===== src/rtl/netport_pkg.sv =====
package netport_pkg;
  localparam int ADDR_W = 6;

  localparam logic [ADDR_W-1:0] OFF_ID_LO  = 6'h00;
  localparam logic [ADDR_W-1:0] OFF_ID_HI  = 6'h04;
  localparam logic [ADDR_W-1:0] OFF_BUSY   = 6'h08;
  localparam logic [ADDR_W-1:0] OFF_RXCNT  = 6'h0C;
  localparam logic [ADDR_W-1:0] OFF_TXCNT  = 6'h10;
  localparam logic [ADDR_W-1:0] OFF_CTL    = 6'h14;
  localparam logic [ADDR_W-1:0] OFF_INFO   = 6'h18;
  localparam logic [ADDR_W-1:0] OFF_RXDATA = 6'h1C;
  localparam logic [ADDR_W-1:0] OFF_TXDATA = 6'h20;

  localparam int CTL_TX_BIT   = 0;
  localparam int CTL_RX_BIT   = 1;
  localparam int CTL_TEST_BIT = 31;

  localparam int MAX_COUNT = 65536;
  localparam int CNT_W     = $clog2(MAX_COUNT + 1);
endpackage


===== src/rtl/netport_rx.sv =====
module netport_rx #(
  parameter int DEPTH = 64,
  parameter int CW    = 17
) (
  input  logic          clk,
  input  logic          rst_n,
  input  logic          s_valid,
  output logic          s_ready,
  input  logic [7:0]    s_data,
  input  logic          s_last,
  input  logic          hold,
  input  logic          pop,
  output logic [CW-1:0] count,
  output logic [7:0]    head,
  output logic          frame_done,
  output logic          in_frame
);
  localparam int PW = (DEPTH > 1) ? $clog2(DEPTH) : 1;
  localparam logic [CW-1:0] DEPTH_C = CW'(DEPTH);

  logic [7:0]    mem [DEPTH];
  logic [CW-1:0] wr_len;
  logic [CW-1:0] rd_ptr;
  logic          take;
  logic          room;
  logic [CW-1:0] final_len;

  assign s_ready    = !hold && (count == '0);
  assign take       = s_valid && s_ready;
  assign room       = wr_len < DEPTH_C;
  assign final_len  = room ? wr_len + 1'b1 : wr_len;
  assign frame_done = take && s_last;
  assign head       = (count != '0) ? mem[rd_ptr[PW-1:0]] : 8'h00;

  always_ff @(posedge clk) begin
    if (take && room) mem[wr_len[PW-1:0]] <= s_data;
  end

  always_ff @(posedge clk or negedge rst_n) begin
    if (!rst_n) begin
      wr_len   <= '0;
      rd_ptr   <= '0;
      count    <= '0;
      in_frame <= 1'b0;
    end else if (take) begin
      if (s_last) begin
        count    <= final_len;
        wr_len   <= '0;
        rd_ptr   <= '0;
        in_frame <= 1'b0;
      end else begin
        wr_len   <= final_len;
        in_frame <= 1'b1;
      end
    end else if (pop && count != '0) begin
      count  <= count - 1'b1;
      rd_ptr <= rd_ptr + 1'b1;
    end
  end
endmodule


===== src/rtl/netport_tx.sv =====
module netport_tx #(
  parameter int DEPTH = 64,
  parameter int CW    = 17
) (
  input  logic          clk,
  input  logic          rst_n,
  input  logic          len_wr,
  input  logic [31:0]   len_data,
  input  logic          byte_wr,
  input  logic [7:0]    byte_data,
  output logic          m_valid,
  input  logic          m_ready,
  output logic [7:0]    m_data,
  output logic          m_last,
  output logic [CW-1:0] count,
  output logic          sending,
  output logic          done
);
  localparam int PW = (DEPTH > 1) ? $clog2(DEPTH) : 1;
  localparam logic [31:0]   DEPTH_W = 32'(DEPTH);

  logic [7:0]    mem [DEPTH];
  logic [CW-1:0] fill;
  logic [CW-1:0] send_ptr;
  logic          load;
  logic          fire;
  logic [CW-1:0] len_clamped;

  assign len_clamped = (len_data > DEPTH_W) ? CW'(DEPTH) : len_data[CW-1:0];
  assign load        = byte_wr && !sending && (fill < count);
  assign m_valid     = sending;
  assign m_data      = mem[send_ptr[PW-1:0]];
  assign m_last      = sending && (send_ptr == count - 1'b1);
  assign fire        = m_valid && m_ready;

  always_ff @(posedge clk) begin
    if (load) mem[fill[PW-1:0]] <= byte_data;
  end

  always_ff @(posedge clk or negedge rst_n) begin
    if (!rst_n) begin
      count    <= '0;
      fill     <= '0;
      send_ptr <= '0;
      sending  <= 1'b0;
      done     <= 1'b0;
    end else begin
      done <= fire && m_last;
      if (sending) begin
        if (fire) begin
          if (m_last) begin
            sending <= 1'b0;
            count   <= '0;
            fill    <= '0;
          end else begin
            send_ptr <= send_ptr + 1'b1;
          end
        end
      end else if (len_wr) begin
        count <= len_clamped;
        fill  <= '0;
      end else if (load) begin
        fill <= fill + 1'b1;
        if (fill + 1'b1 == count) begin
          sending  <= 1'b1;
          send_ptr <= '0;
        end
      end
    end
  end
endmodule


===== src/rtl/netport_irq.sv =====
module netport_irq (
  input  logic        clk,
  input  logic        rst_n,
  input  logic        ctl_wr,
  input  logic        ctl_rd,
  input  logic [31:0] wdata,
  input  logic        tx_set,
  input  logic        rx_set,
  output logic        tx_flag,
  output logic        rx_flag,
  output logic        test_seen,
  output logic        test_line,
  output logic        irq
);
  import netport_pkg::*;

  always_ff @(posedge clk or negedge rst_n) begin
    if (!rst_n) begin
      tx_flag   <= 1'b0;
      rx_flag   <= 1'b0;
      test_seen <= 1'b0;
      test_line <= 1'b0;
    end else begin
      if (tx_set) tx_flag <= 1'b1;
      else if (ctl_wr && wdata[CTL_TX_BIT]) tx_flag <= 1'b0;

      if (rx_set) rx_flag <= 1'b1;
      else if (ctl_wr && wdata[CTL_RX_BIT]) rx_flag <= 1'b0;

      if (ctl_wr && wdata[CTL_TEST_BIT]) test_seen <= 1'b1;
      else if (ctl_rd) test_seen <= 1'b0;

      if (ctl_wr) begin
        if (wdata == 32'h0) test_line <= 1'b0;
        else if (wdata[CTL_TEST_BIT]) test_line <= 1'b1;
      end
    end
  end

  assign irq = tx_flag || rx_flag || test_line;
endmodule


===== src/rtl/netport_dev.sv =====
module netport_dev #(
  parameter int          DEPTH  = 64,
  parameter logic [63:0] DEV_ID = 64'h3054_454E_5350_494D,
  parameter logic [31:0] INFO   = 32'h0000_0000
) (
  input  logic        clk,
  input  logic        rst_n,
  input  logic        bus_rd,
  input  logic        bus_wr,
  input  logic [5:0]  bus_addr,
  input  logic [31:0] bus_wdata,
  output logic [31:0] bus_rdata,
  input  logic        rxs_valid,
  output logic        rxs_ready,
  input  logic [7:0]  rxs_data,
  input  logic        rxs_last,
  output logic        txs_valid,
  input  logic        txs_ready,
  output logic [7:0]  txs_data,
  output logic        txs_last,
  output logic        irq
);
  import netport_pkg::*;
  localparam int CW = CNT_W;

  logic [CW-1:0] rx_cnt, tx_cnt;
  logic [7:0]    rx_head;
  logic          rx_done, rx_busy, tx_busy, tx_done;
  logic          tx_flag, rx_flag, test_seen, test_line;
  logic          rx_pop, ctl_rd, ctl_wr, txlen_wr, txbyte_wr;

  assign rx_pop    = bus_rd && bus_addr == OFF_RXDATA;
  assign ctl_rd    = bus_rd && bus_addr == OFF_CTL;
  assign ctl_wr    = bus_wr && bus_addr == OFF_CTL;
  assign txlen_wr  = bus_wr && bus_addr == OFF_TXCNT;
  assign txbyte_wr = bus_wr && bus_addr == OFF_TXDATA;

  netport_rx #(.DEPTH(DEPTH), .CW(CW)) u_rx (
    .clk(clk), .rst_n(rst_n),
    .s_valid(rxs_valid), .s_ready(rxs_ready), .s_data(rxs_data), .s_last(rxs_last),
    .hold(rx_flag), .pop(rx_pop),
    .count(rx_cnt), .head(rx_head), .frame_done(rx_done), .in_frame(rx_busy)
  );

  netport_tx #(.DEPTH(DEPTH), .CW(CW)) u_tx (
    .clk(clk), .rst_n(rst_n),
    .len_wr(txlen_wr), .len_data(bus_wdata),
    .byte_wr(txbyte_wr), .byte_data(bus_wdata[7:0]),
    .m_valid(txs_valid), .m_ready(txs_ready), .m_data(txs_data), .m_last(txs_last),
    .count(tx_cnt), .sending(tx_busy), .done(tx_done)
  );

  netport_irq u_irq (
    .clk(clk), .rst_n(rst_n),
    .ctl_wr(ctl_wr), .ctl_rd(ctl_rd), .wdata(bus_wdata),
    .tx_set(tx_done), .rx_set(rx_done),
    .tx_flag(tx_flag), .rx_flag(rx_flag),
    .test_seen(test_seen), .test_line(test_line), .irq(irq)
  );

  always_comb begin
    bus_rdata = 32'h0;
    if (bus_rd) begin
      unique case (bus_addr)
        OFF_ID_LO:  bus_rdata = DEV_ID[31:0];
        OFF_ID_HI:  bus_rdata = DEV_ID[63:32];
        OFF_BUSY:   bus_rdata = {31'h0, rx_busy || tx_busy};
        OFF_RXCNT:  bus_rdata = 32'(rx_cnt);
        OFF_TXCNT:  bus_rdata = 32'(tx_cnt);
        OFF_CTL:    bus_rdata = {test_seen, 29'h0, rx_flag, tx_flag};
        OFF_INFO:   bus_rdata = INFO;
        OFF_RXDATA: bus_rdata = {24'h0, rx_head};
        default:    bus_rdata = 32'h0;
      endcase
    end
  end
endmodule


===== config.mk =====
export PLATFORM = sky130hd
export DESIGN_NAME = netport_dev
export DESIGN_NICKNAME = d
export VERILOG_FILES = /design/src/rtl/netport_pkg.sv /design/src/rtl/netport_rx.sv /design/src/rtl/netport_tx.sv /design/src/rtl/netport_irq.sv /design/src/rtl/netport_dev.sv
export SDC_FILE = /design/constraint.sdc
export NUM_CORES = 1
export LEC_CHECK = 0
export BUFFER_PORTS_ARGS = -buffer_cell sky130_fd_sc_hd__buf_2
export CORE_ASPECT_RATIO = 1.1
export CORE_UTILIZATION = 55
export CTS_BUF_LIST = sky130_fd_sc_hd__clkbuf_8
export CTS_CLUSTER_SIZE = 12
export DETAILED_ROUTE_END_ITERATION = 6
export HOLD_SLACK_MARGIN = 0.12
export PLACE_DENSITY = 0.72
export RECOVER_POWER = 25
export SYNTH_ARGS = -nofsm -noshare
export SYNTH_HDL_FRONTEND = slang
export SYNTH_SLANG_ARGS = --single-unit

===== constraint.sdc =====
create_clock -name clk -period 5 [get_ports clk]
set_clock_uncertainty 0.15 [all_clocks]
set_input_delay 1 -clock clk [delete_from_list [all_inputs] [get_ports clk]]
set_output_delay 1 -clock clk [all_outputs]
set_load 0.05 [all_outputs]

### Yosys cells after proc, flatten, opt, wreduce, memory -nomap -nowiden

Memory sizes are Yosys's and may differ from the RTL's.
Cells that the tools add are included.

| word-level totals | value |
|---|---|
| input port bits | 53 |
| bits in writable memories | 1024 |
| word-level logic and storage cells | 123 |
| register bits after elaboration | 109 |
| output and inout bits | 44 |
| memories kept | 2 |

Memories:

| memory | words | bits a word | read ports | clocked after Yosys merged registers in | wr ports | line | text |
|---|---|---|---|---|---|---|---|
| u_rx.mem | 64 | 8 | 1 | 0 | 1 | netport_rx.sv:21 | `logic [7:0] mem [DEPTH];` |
| u_tx.mem | 64 | 8 | 1 | 0 | 1 | netport_tx.sv:22 | `logic [7:0] mem [DEPTH];` |

| cells by class | value |
|---|---|
| magnitude comparators | 3 |
| $add $sub $neg | 6 |
| eq/ne operators | 14 |
| reductions and logical operators | 41 |
| multiplexer cells | 44 |

Operators with widths:

| cell | count |
|---|---|
| 2-to-1 mux 17 bit | 22 |
| case mux 32 bit (7 select lines) | 1 |
| adder 17 x 1 -> 17 bit (second input constant) | 4 |
| equality test 17 bit | 2 |
| subtractor 17 x 1 -> 17 bit (second input constant) | 2 |
| > comparator 32 x 7 -> 1 bit (second input constant) | 1 |
| zero test 32 bit | 1 |
| 2-to-1 mux 32 bit | 1 |
| 2-to-1 mux 1 bit | 19 |
| equality test 6 x 5 -> 1 bit (second input constant) | 3 |
| logical AND 1 bit | 18 |
| zero test 17 bit | 1 |
| < comparator 17 bit | 1 |
| < comparator 17 x 7 -> 1 bit (second input constant) | 1 |
| nonzero test 17 bit | 1 |
| nonzero test 2 bit | 8 |
| equality test 6 x 4 -> 1 bit (second input constant) | 2 |
| 2-to-1 mux 8 bit | 1 |
| equality test 6 x 3 -> 1 bit (second input constant) | 1 |
| equality test 6 bit (second input constant) | 1 |
| zero test 6 bit | 1 |
| inequality test 2 bit (second input constant) | 3 |
| AND reduction 3 bit | 2 |
| AND reduction 5 bit | 1 |
| 5 further kinds | 10 |

### Logic depth before layout (Yosys ltp)

| logic depth | value |
|---|---|
| depth after elaboration | 7 |
| gate-level depth with buffers | 15 |

### Hierarchy

From an unflattened synthesis, not the netlist that was laid out.

| unflattened totals | value |
|---|---|
| cell total of the unflattened synthesis | 2595 |
| area total of the unflattened synthesis | 46871.2 sq um |

By module, submodules not included:

| module | instances | seq. area each (sq um) | area an instance (sq um) | cells each |
|---|---|---|---|---|
| netport_tx | 1 | 16701.0 | 23826.6 | 1298 |
| netport_rx | 1 | 16400.7 | 22146.2 | 1167 |
| netport_dev | 1 | 0.0 | 666.9 | 105 |
| netport_irq | 1 | 100.1 | 231.5 | 25 |

### Worst setup path after synthesis

Ideal clock, no wire load.

| path | value |
|---|---|
| kind | in2out |
| start | input bus_addr[1] |
| end | output bus_rdata[25] |
| arrival time | 3682 ps |
| stages | 6 |
| buffers on the path | 2 |
| path slack | 168 ps |
| cells stage by stage | or3_1 -> clkbuf_1 -> nor3_1 -> and2_1 -> nor2b_1 -> buf_4 |

| between the ends | value |
|---|---|
| longest elaborated chain between the ends | 3 |
| elaborated cells on any way between the ends | 9 |

Ends and longest elaborated chain:

| element | line | text |
|---|---|---|
| from (decl) | netport_dev.sv:10 | `input logic [5:0] bus_addr,` |
| equality test 6 x 5 -> 1 bit (tied with other cells) | netport_dev.sv:64 | `unique case (bus_addr)` |
| case mux 32 bit (7 select lines) (*) | netport_dev.sv:64 |  |
| 2-to-1 mux 32 bit (*) | netport_dev.sv:63 | `if (bus_rd) begin` |
| to (decl) | netport_dev.sv:12 | `output logic [31:0] bus_rdata,` |

Every way passes the cells marked *; elsewhere a longest branch is shown, timed or not.

### Final worst setup path

| path | value |
|---|---|
| start | register u_rx.rd_ptr[0] |
| end | output bus_rdata[5] |

| between the ends | value |
|---|---|
| longest elaborated chain between the ends | 4 |

Ends and longest elaborated chain:

| element | line | text |
|---|---|---|
| from (decl) | netport_rx.sv:23 | `logic [CW-1:0] rd_ptr;` |
| from (signal assigned) | netport_rx.sv:57 | `rd_ptr <= rd_ptr + 1'b1;` |
| memory (64 x 8 bit) | n/a |  |
| 2-to-1 mux 8 bit | netport_rx.sv:33 | `assign head = (count != '0) ? mem[rd_ptr[PW-1:0]] : 8'h00;` |
| case mux 32 bit (7 select lines) | netport_dev.sv:64 |  |
| 2-to-1 mux 32 bit | netport_dev.sv:63 |  |

No other way between the ends.

==> metrics.yaml <==
initial_core_util: 0.557
mostFrequentLayoutCell: "edfxtp_1"
start_kind: "flop"
synth-main-ff-cell: "edfxtp_1"
route.detailed.drc: 0
synth-seq-cells: 1122
syn_inst: 2498
max_stage_delay_ns: 0.53
fmax_ghz: 0.197
first_global_vias: 25400
cts_buffers: 170
fin_area_mm2: 0.0526
rsz0062_at_grt: "true"
pwr-share-comb: 0.165
worstPathArrival_ns: 3.92
grt_max_degree: 79
htree_levels: 4
synth_area_mm2: 0.0465
path_cells: "clkbuf_16 -> clkbuf_16 -> mux4_2 -> mux4_2 -> mux4_2 -> a222oi_1 -> nor2_1 -> buf_6"
hpwlAfterDp_um: 68500
post-route-period-util: 1.01
met3_usage: 0.0444
path_max_fanout: 7
placed_area_mm2: 0.0489
synthTopCellsByArea: "edfxtp_1 (66%), mux4_2 (16%), dfrtp_1 (5.3%), nor2_1 (1.7%), nand2_1 (0.88%)"
grt_use_met2: 0.428
clkLatencyLatePin_ns: 0.82
post_drt_wl_per_cell_um: 26.9
tightest_slew_ns: 3.38
cap_viol_max_count: 12
async_reset_ff_frac: 0.0873
final_antenna_net_count: 0
ir_worst_vdd_uv: 295
status: "finished with violations"
pin_count: 97
yosysSeqAreaShare: 0.715
yosysTopAreaCell: "edfxtp_1"
via_count: 25300
p_int_w: 0.0153
hold_viol: 0
fp-row-count: 111
cp_slowest_cell: "mux4_2"
p_seq_frac: 0.502
drtPass1Iterations: 5
ys_types: 75
switching_share: 0.263
dieArea_mm2: 0.0857
power.density_mw_per_mm2: 395
switching_power_w: 0.00547
fin_util: 0.630
totalPowerFinal_w: 0.0208
viasPerCell: 6.25
finalSetupViolations: 5
busiest_layer: "met2"
syn_avg_cell_area_um2: 18.6
finalWirelength_um: 109000
clock-root-buffer: "clkbuf_8"
tritoncts: "yes"
gp_congestion: 0.902
hp-class: "reg -> reg"
grt_overflow: 0
synth_top_area_frac: 0.662
violations: "capacitance limit, slew limit, setup timing"
coreArea_mm2: 0.0835
grt_usage: 0.258
critPathCaptureType: "output port"
dp.cells: 3696
cpMostUsedCell: "mux4_2"
grt_pass1_wl_um: 162000
cts.clk_slew.worst_paths_ns: 0.06
synth_edf_count: 1024
clkPwrFrac: 0.333
yosysWarningCount: 0
die_w_um: 279
critPathKind: "reg -> out"
fin_cells: 4042
cts_buffer_depth: 3
drive_gt1_frac: 0.289
portBuffers: 90
antenna_found_initial: 2
syn_to_final_growth_pct: 13.1
post-route-min-period_ns: 5.07
drt_iter0_markers: 2939
cts.sinks: 1122
fin_nets: 2854
layout_setup_ws_ns: -0.0698
relSlewSlack: -1.25
use_met1: 0.344
setup_tns_ns: -0.185
cp.required_ns: 3.85
die_h_um: 307
p_leak_nw: 17.3
final_cell_mix: "edfxtp_1 (1024), mux4_2 (336), nor2_1 (205)"
slew_violations: 707
[Yosys cell counts (all sizes together) (23+ instances only)]
master and n:
xnor2 29, dfrtp 98, nor3 40, nor2 207, o21ai 50, nand2 109
a21oi 49, ha 23, nand3 41, mux4 336, edfxtp 1024, nor4 26
clkbuf 97, buf 66, inv 35
[worst paths after layout]
path	from	endpoint	slack, ns	depth (start not counted)
min	u_tx.done$_DFF_PN0_	u_irq.tx_flag$_DFFE_PN0P_	0.32	1
min in group asynchronous	rst_n	u_tx.send_ptr[14]$_DFFE_PN0P_	0.67	2
min reg2reg	u_tx.done$_DFF_PN0_	u_irq.tx_flag$_DFFE_PN0P_	0.32	1
max	u_rx.rd_ptr[0]$_DFFE_PN0P_	bus_rdata[5]	-0.07	8
max in group asynchronous	rst_n	u_tx.count[1]$_DFFE_PN0P_	2.98	3
max reg2reg	u_tx.fill[1]$_DFFE_PN0P_	u_tx.send_ptr[0]$_DFFE_PN0P_	0.72	9
[power groups by stage]
stage	Clock, W	Sequential [W]	Combinational [W]
after floorplan	0	0.0105	0.00225
after global placement	0	0.0106	0.00319
after detailed placement	0	0.0106	0.00323
after CTS	0.00704	0.0104	0.00337
after global routing	0.00741	0.0104	0.00360
final	0.00691	0.0104	0.00343
[through the flow]
| step | hold slack [ns] | setup WS (ns) |
|---|---|---|
| after detailed placement | 0.288 | 0.519 |
| after global placement | 0.300 | 0.517 |
| after CTS | 0.265 | -0.0964 |
| after floorplan | 0.254 | 0.168 |
| after global routing | 0.299 | -0.183 |
| final | 0.323 | -0.0698 |
[worst max-delay path, delay by kind of cell (launching register included)]
kind | cells | cell delay (ns)
AND/OR/NAND/NOR | 1 | 0.10
buffers and inverters | 3 | 0.55
multiplexers | 3 | 1.54
AO/OA/AOI/OAI | 1 | 0.41
flip-flops | 1 | 0.49
[area by class of cell]
class / instances / area, um2
fillers: 5658 / 30900
clock buffers: 173 / 2380
clock inverters: 132 / 712
diodes: 1 / 2.50
repair buffers: 266 / 2180
flip-flops and latches: 1122 / 33200
multi-input cells: 1182 / 12500
well taps: 1130 / 1410
inverters: 36 / 135
[timing repair]
| action | in CTS | in global routing |
|---|---|---|
| cloned | 4 | 4 |
| hold endpoints to repair | 15 | 0 |
| gates resized for setup | 35 | 12 |
| setup endpoints to repair | 9 | 9 |
| buffers inserted | 6 | 27 |
| pin swaps | 4 | 5 |
| hold buffers | 1 | 0 |
[sequential cells by signal, summed over array words and instances (netlist names)]
name,cells
u_irq.test_line,1
u_rx.in_frame,1
u_tx.count,17
u_tx.send_ptr,17
u_irq.rx_flag,1
u_irq.tx_flag,1
u_rx.mem,512
u_tx.m_valid,1
u_rx.rd_ptr,6
u_tx.done,1
u_tx.mem,512
u_rx.wr_len,17
u_rx.count,17
u_irq.test_seen,1
u_tx.fill,17
[logic make-up after synthesis]
kind of cell               synth area share
DFF                                   0.715
and+or+nand+nor                      0.0581
muxes                                 0.166
AOI/OAI and AO/OA                    0.0286
buffers and inverters                0.0179
xor gates and xnor gates            0.00867
adders and majority gates           0.00619
other                             0.0000807
[per-layer routing]
layer  share of wire  wire length, um  up-vias
met5         0.00012               13        -
met4           0.036             3880        2
met3           0.074             8040      233
met2            0.51            55700     1190
met1            0.38            41200    13100
li1                -                -    10700
Note: power is estimated with default switching activity, not from simulation.
